--- src/rtl/tally_pkg.sv ---
package tally_pkg;

    // Direction of the last accepted step.
    typedef enum logic [1:0] {
        ST_IDLE = 2'b00,
        ST_UP   = 2'b01,
        ST_DOWN = 2'b10
    } dir_state_e;

endpackage

--- src/rtl/tally_edge.sv ---
module tally_edge #(
    parameter int SYNC_STAGES = 2
) (
    input  logic clk,
    input  logic rst_n,
    input  logic raw,
    output logic rise
);

    logic [SYNC_STAGES-1:0] chain_q;
    logic                   last_q;

    always_ff @(posedge clk or negedge rst_n) begin
        if (!rst_n) begin
            chain_q <= '0;
            last_q  <= 1'b0;
        end else begin
            chain_q[0] <= raw;
            for (int i = 1; i < SYNC_STAGES; i++) begin
                chain_q[i] <= chain_q[i-1];
            end
            last_q <= chain_q[SYNC_STAGES-1];
        end
    end

    assign rise = chain_q[SYNC_STAGES-1] & ~last_q;

endmodule

--- src/rtl/tally_core.sv ---
module tally_core
    import tally_pkg::*;
#(
    parameter int WIDTH = 4
) (
    input  logic             clk,
    input  logic             rst_n,
    input  logic             clr,
    input  logic             up_ev,
    input  logic             dn_ev,
    output logic [WIDTH-1:0] count,
    output logic             carry_n,
    output logic             borrow_n
);

    localparam logic [WIDTH-1:0] CNT_MAX = '1;
    localparam logic [WIDTH-1:0] CNT_ONE = {{(WIDTH-1){1'b0}}, 1'b1};

    dir_state_e       state_q, state_d;
    logic [WIDTH-1:0] count_q, count_d;

    // Next-state and next-count logic.
    always_comb begin
        state_d = state_q;
        count_d = count_q;
        if (clr) begin
            state_d = ST_IDLE;
            count_d = '0;
        end else begin
            unique case (state_q)
                ST_IDLE, ST_UP, ST_DOWN: begin
                    if (up_ev && !dn_ev) begin
                        state_d = ST_UP;
                        count_d = count_q + CNT_ONE;
                    end else if (dn_ev && !up_ev) begin
                        state_d = ST_DOWN;
                        count_d = count_q - CNT_ONE;
                    end
                end
                default: begin
                    state_d = ST_IDLE;
                end
            endcase
        end
    end

    // State register.
    always_ff @(posedge clk or negedge rst_n) begin
        if (!rst_n) begin
            state_q <= ST_IDLE;
            count_q <= '0;
        end else begin
            state_q <= state_d;
            count_q <= count_d;
        end
    end

    // Output decode.
    always_comb begin
        count    = count_q;
        carry_n  = 1'b1;
        borrow_n = 1'b1;
        unique case (state_q)
            ST_UP:   carry_n  = (count_q != CNT_MAX);
            ST_DOWN: borrow_n = (count_q != '0);
            default: begin
                carry_n  = 1'b1;
                borrow_n = 1'b1;
            end
        endcase
    end

endmodule

--- src/rtl/updn_tally.sv ---
module updn_tally #(
    parameter int WIDTH       = 4,
    parameter int SYNC_STAGES = 2
) (
    input  logic             clk,
    input  logic             rst_n,
    input  logic             clr,
    input  logic             inc_pulse,
    input  logic             dec_pulse,
    output logic [WIDTH-1:0] count,
    output logic             carry_n,
    output logic             borrow_n
);

    localparam int N_IN = 2;

    logic [N_IN-1:0] raw_in;
    logic [N_IN-1:0] ev;

    assign raw_in = {dec_pulse, inc_pulse};

    for (genvar g = 0; g < N_IN; g++) begin : g_edge
        tally_edge #(.SYNC_STAGES(SYNC_STAGES)) u_edge (
            .clk  (clk),
            .rst_n(rst_n),
            .raw  (raw_in[g]),
            .rise (ev[g])
        );
    end

    tally_core #(.WIDTH(WIDTH)) u_core (
        .clk     (clk),
        .rst_n   (rst_n),
        .clr     (clr),
        .up_ev   (ev[0]),
        .dn_ev   (ev[1]),
        .count   (count),
        .carry_n (carry_n),
        .borrow_n(borrow_n)
    );

endmodule

--- config.mk ---
export PLATFORM = sky130hd
export DESIGN_NAME = updn_tally
export DESIGN_NICKNAME = d
export VERILOG_FILES = /design/src/rtl/tally_pkg.sv /design/src/rtl/tally_edge.sv /design/src/rtl/tally_core.sv /design/src/rtl/updn_tally.sv
export SDC_FILE = /design/constraint.sdc
export NUM_CORES = 1
export LEC_CHECK = 0
export ABC_AREA = 1
export BUFFER_PORTS_ARGS = -buffer_cell sky130_fd_sc_hd__buf_2
export CAP_MARGIN = 20
export CORE_ASPECT_RATIO = 0.75
export CORE_MARGIN = 1
export CORE_UTILIZATION = 32
export CTS_BUF_LIST = sky130_fd_sc_hd__clkbuf_8
export DETAILED_ROUTE_END_ITERATION = 10
export GPL_TIMING_DRIVEN = 0
export SLEW_MARGIN = 20
export SYNTH_ARGS = -nofsm -noshare
export SYNTH_HDL_FRONTEND = slang
export SYNTH_SLANG_ARGS = --single-unit
--- constraint.sdc ---
create_clock -name clk -period 2.43 [get_ports clk]
set_input_delay 0 -clock clk [delete_from_list [all_inputs] [get_ports clk]]
set_output_delay 0 -clock clk [all_outputs]
set_load 0.02 [all_outputs]
==> results.md <==
* Status: finished, final reports clean
* Final WS setup at between 0.5 and 0.6 ns
* Routing usage on met2 at 13.8%
* DR WL/cell at 9.49 µm
* Remaining DRCs at 0
* Area grow syn2layout at 25.7%
* IO Port Bufs at 10
* GRT Total Usage at 11.1%
* Core area at 1790 µm²
* Synth Instances at 74
* Total CTS buffers at 3
* Largest stage delay, worst path at 0.34 ns
* Clock Sink Count at 12
* Syn nets at 84
* Rel. slew slack at 83.1%
* Clock Tree Root: clkbuf_8
* Initial antenna violation count at 0
* HP Start: clr
* Switch Pwr at 0.154 mW
* Worst hold path class: in -> reg
* Sw Ratio at 27.7%
* Vias post-DR at 492
* Setup TNS at 0 ns
* First-pass iteration count of the detailed router at 2
* Netlist cell types at 17
* Worst-path fanout max at 5
* Mapped Area at 633 µm²
* Detailed Route WL at 1070 µm
* RSZ-0062 raised after global routing: false
* Vias in the first global route at 348
* Pleak at between 0.4 and 0.5 nW
* Gpl congestion at 0.678
* Post-Layout Inst Area at 796 µm²
* Starting Density at 35.4%
* Slew Limit Fails at 0
* Hold path cells at 4
* Arr. time, crit path at 2.00 ns
* Worst setup path class: reg -> reg
* Core Rows at 13
* Post-DP HPWL at 841 µm
* Pre-CTS setup slack at ~0.55 ns
* Part of the cycle the worst path needs at 77.6%
* Clock share of power at 37.9%
* Total grt overflow at 0
* Final Power at around 0.56 mW
* DIE AREA at 2160 µm²
* IO Pins at 11
* Required @ worst endpoint at around 2.6 ns
* Worst path cell trace: inv_1, nor2_1, inv_1, ha_1, inv_2, nand2_1, and2_2, ha_1, a21oi_1, xor2_1, o21ai_1
* Cell Int Power at 0.402 mW
* Slowest library cell on the worst path: dfrtp_1
* Tightest Pin Transition at about 0.25 ns
* GRT Max-Usage Layer: met1
* Peak supply drop at 0.380 mV
* Most frequent cells in the layout: nand2_1 (18), inv_1 (15), dfrtp_1 (12), buf_2 (10), ha_1 (5)
* Skew final at 0.00428 ns
* Synthesis-stage register bit count at 12
* Synth Area per Inst at 8.56 µm²
* Max Freq at between 500 and 600 MHz
* Later-pin clock latency in the skew report at 0.23 ns
* Depth of the CTS H-tree at 1
* Initial DRC Count at 9
* End-of-flow core utilization at 44.5%
* Setup crit start kind: register
* Worst Hold Path EP: u_core.count[1]$_DFFE_PN0P_
* Fin nets at 102
* Routing usage on met1 at 17.8%
* CTS tree: built
* First-pass GRT wire length at 1620 µm
* Worst-case reg-to-reg path depth at 11
* Clock Pin Slew Worst Setup and Hold Paths at around 0.05 ns
* CP top delay family: simple AND/OR/NAND/NOR gates
* Worst reg2reg endpoint: u_core.count[2]$_DFFE_PN0P_
* Tmin final at 1.88 ns
* Fraction of layout cells with a size suffix above 1 at 24.2%
* Post-route ant nets at 0
* Setup violations, final at 0
* Combinational power share at 19.9%
* Yosys warning count at 0
* Inserted Diodes at 0
* Buf/Inv on CP at 3
* Largest net degree at the start of global routing at 13
* Commonest non-fill, non-tap cell in the layout: nand2_1
* Chip height at 40.5 µm
* CTS max path bufs at 2
* GR Util met3 at 2.27%
* Max-Cap Viols at 0
* Die W at 53.4 µm
* Sequential area share after synthesis at 47.4%
* Vias per cell at 4.35
* Placed Area at slightly above 700 µm²
* Critical Path Sink Type: register
* Final hold violation count at 0
* Pwr Density at 698 nW/µm²
* Register-to-Register Setup Slack at about 0.55 ns
* FF-to-FF Start: g_edge[1].u_edge.chain_q[1]$_DFF_PN0_
* Flop pwr share at approximately 42%
cell type report:
cell class / count / area [µm²]
timing repair buffer: 13 / 80.1
tap: 22 / 27.5
multi-input combinational: 46 / 273
fill: 189 / 993
sequential: 12 / 300
clock buffer: 4 / 55.1
inverter: 16 / 60.1
stage by stage:
step                hold WS (ns)  cells
floorplan                 -0.296     74
global placement          -0.117    106
detailed placement        -0.116    106
CTS                       0.0552    113
global route              0.0709    113
finish                    0.0546    113
what timing repair did:
item,4_1_cts,5_1_grt
setup buffers,0,0
hold buffers,3,0
resized for setup,0,0
hold endpoints to repair,14,0
cell usage after synthesis, drive strengths merged:
library cell,number,area share (%)
nand2,21,14
inv,16,9.5
dfrtp,12,47
a21oi,5,5.1
ha,5,9.9
nand3,4,4.0
nor2,3,1.8
o21ai,2,1.6
xor2,2,2.8
and2,1,1.2
nand3b,1,1.2
nand4,1,0.99
nor4,1,0.99
flip-flops by register name, summed over array words and instances (netlist names):
name / count
g_edge.u_edge.chain_q: 4
g_edge.u_edge.last_q: 2
u_core.count: 4
u_core.state_q: 2
kinds of logic after synthesis:
family,count (synthesis),synth area share (%)
fa+ha+maj,5,9.88
flops,12,47.4
xor+xnor,2,2.77
buf+inv,16,9.48
compound gates,7,6.72
simple gates,32,23.7
worst max path at each step:
stage,from,endpoint,cells past startpoint
after floorplan,g_edge[1].u_edge.last_q$_DFF_PN0_,u_core.count[2]$_DFFE_PN0P_,10
after CTS,g_edge[1].u_edge.chain_q[1]$_DFF_PN0_,u_core.count[2]$_DFFE_PN0P_,11
after detailed placement,g_edge[1].u_edge.chain_q[1]$_DFF_PN0_,u_core.count[2]$_DFFE_PN0P_,11
after global placement,g_edge[1].u_edge.chain_q[1]$_DFF_PN0_,u_core.count[2]$_DFFE_PN0P_,11
after global routing,g_edge[1].u_edge.chain_q[1]$_DFF_PN0_,u_core.count[2]$_DFFE_PN0P_,11
final,g_edge[1].u_edge.chain_q[1]$_DFF_PN0_,u_core.count[2]$_DFFE_PN0P_,11
power by group through the flow:
| stage | clock (mW) | sequential, mW | combinational [mW] |
|---|---|---|---|
| 2_1_floorplan | 0 | 0.245 | 0.0658 |
| 3_3_place_gp | 0 | 0.237 | 0.107 |
| 3_5_place_dp | 0 | 0.238 | 0.107 |
| 4_1_cts | 0.217 | 0.234 | 0.111 |
| 5_1_grt | 0.227 | 0.237 | 0.124 |
| 6_report | 0.210 | 0.235 | 0.111 |
per-layer routing:
layer / vias up / share of wire, % / routed length, µm
met5: - / 0 / 0
met4: 0 / 0 / 0
met3: 0 / 1.9 / 20
met2: 5 / 41 / 442
met1: 225 / 57 / 609
li1: 262 / - / -
worst register-to-register path, stage by stage (launching register included):
cell and delay [ns]:
dfrtp_1 0.34, inv_1 0.04, nor2_1 0.12, inv_1 0.08
ha_1 0.22, inv_2 0.10, nand2_1 0.08, and2_2 0.21
ha_1 0.17, a21oi_1 0.14, xor2_1 0.20, o21ai_1 0.08
Note: power is estimated with default switching activity, not from simulation.
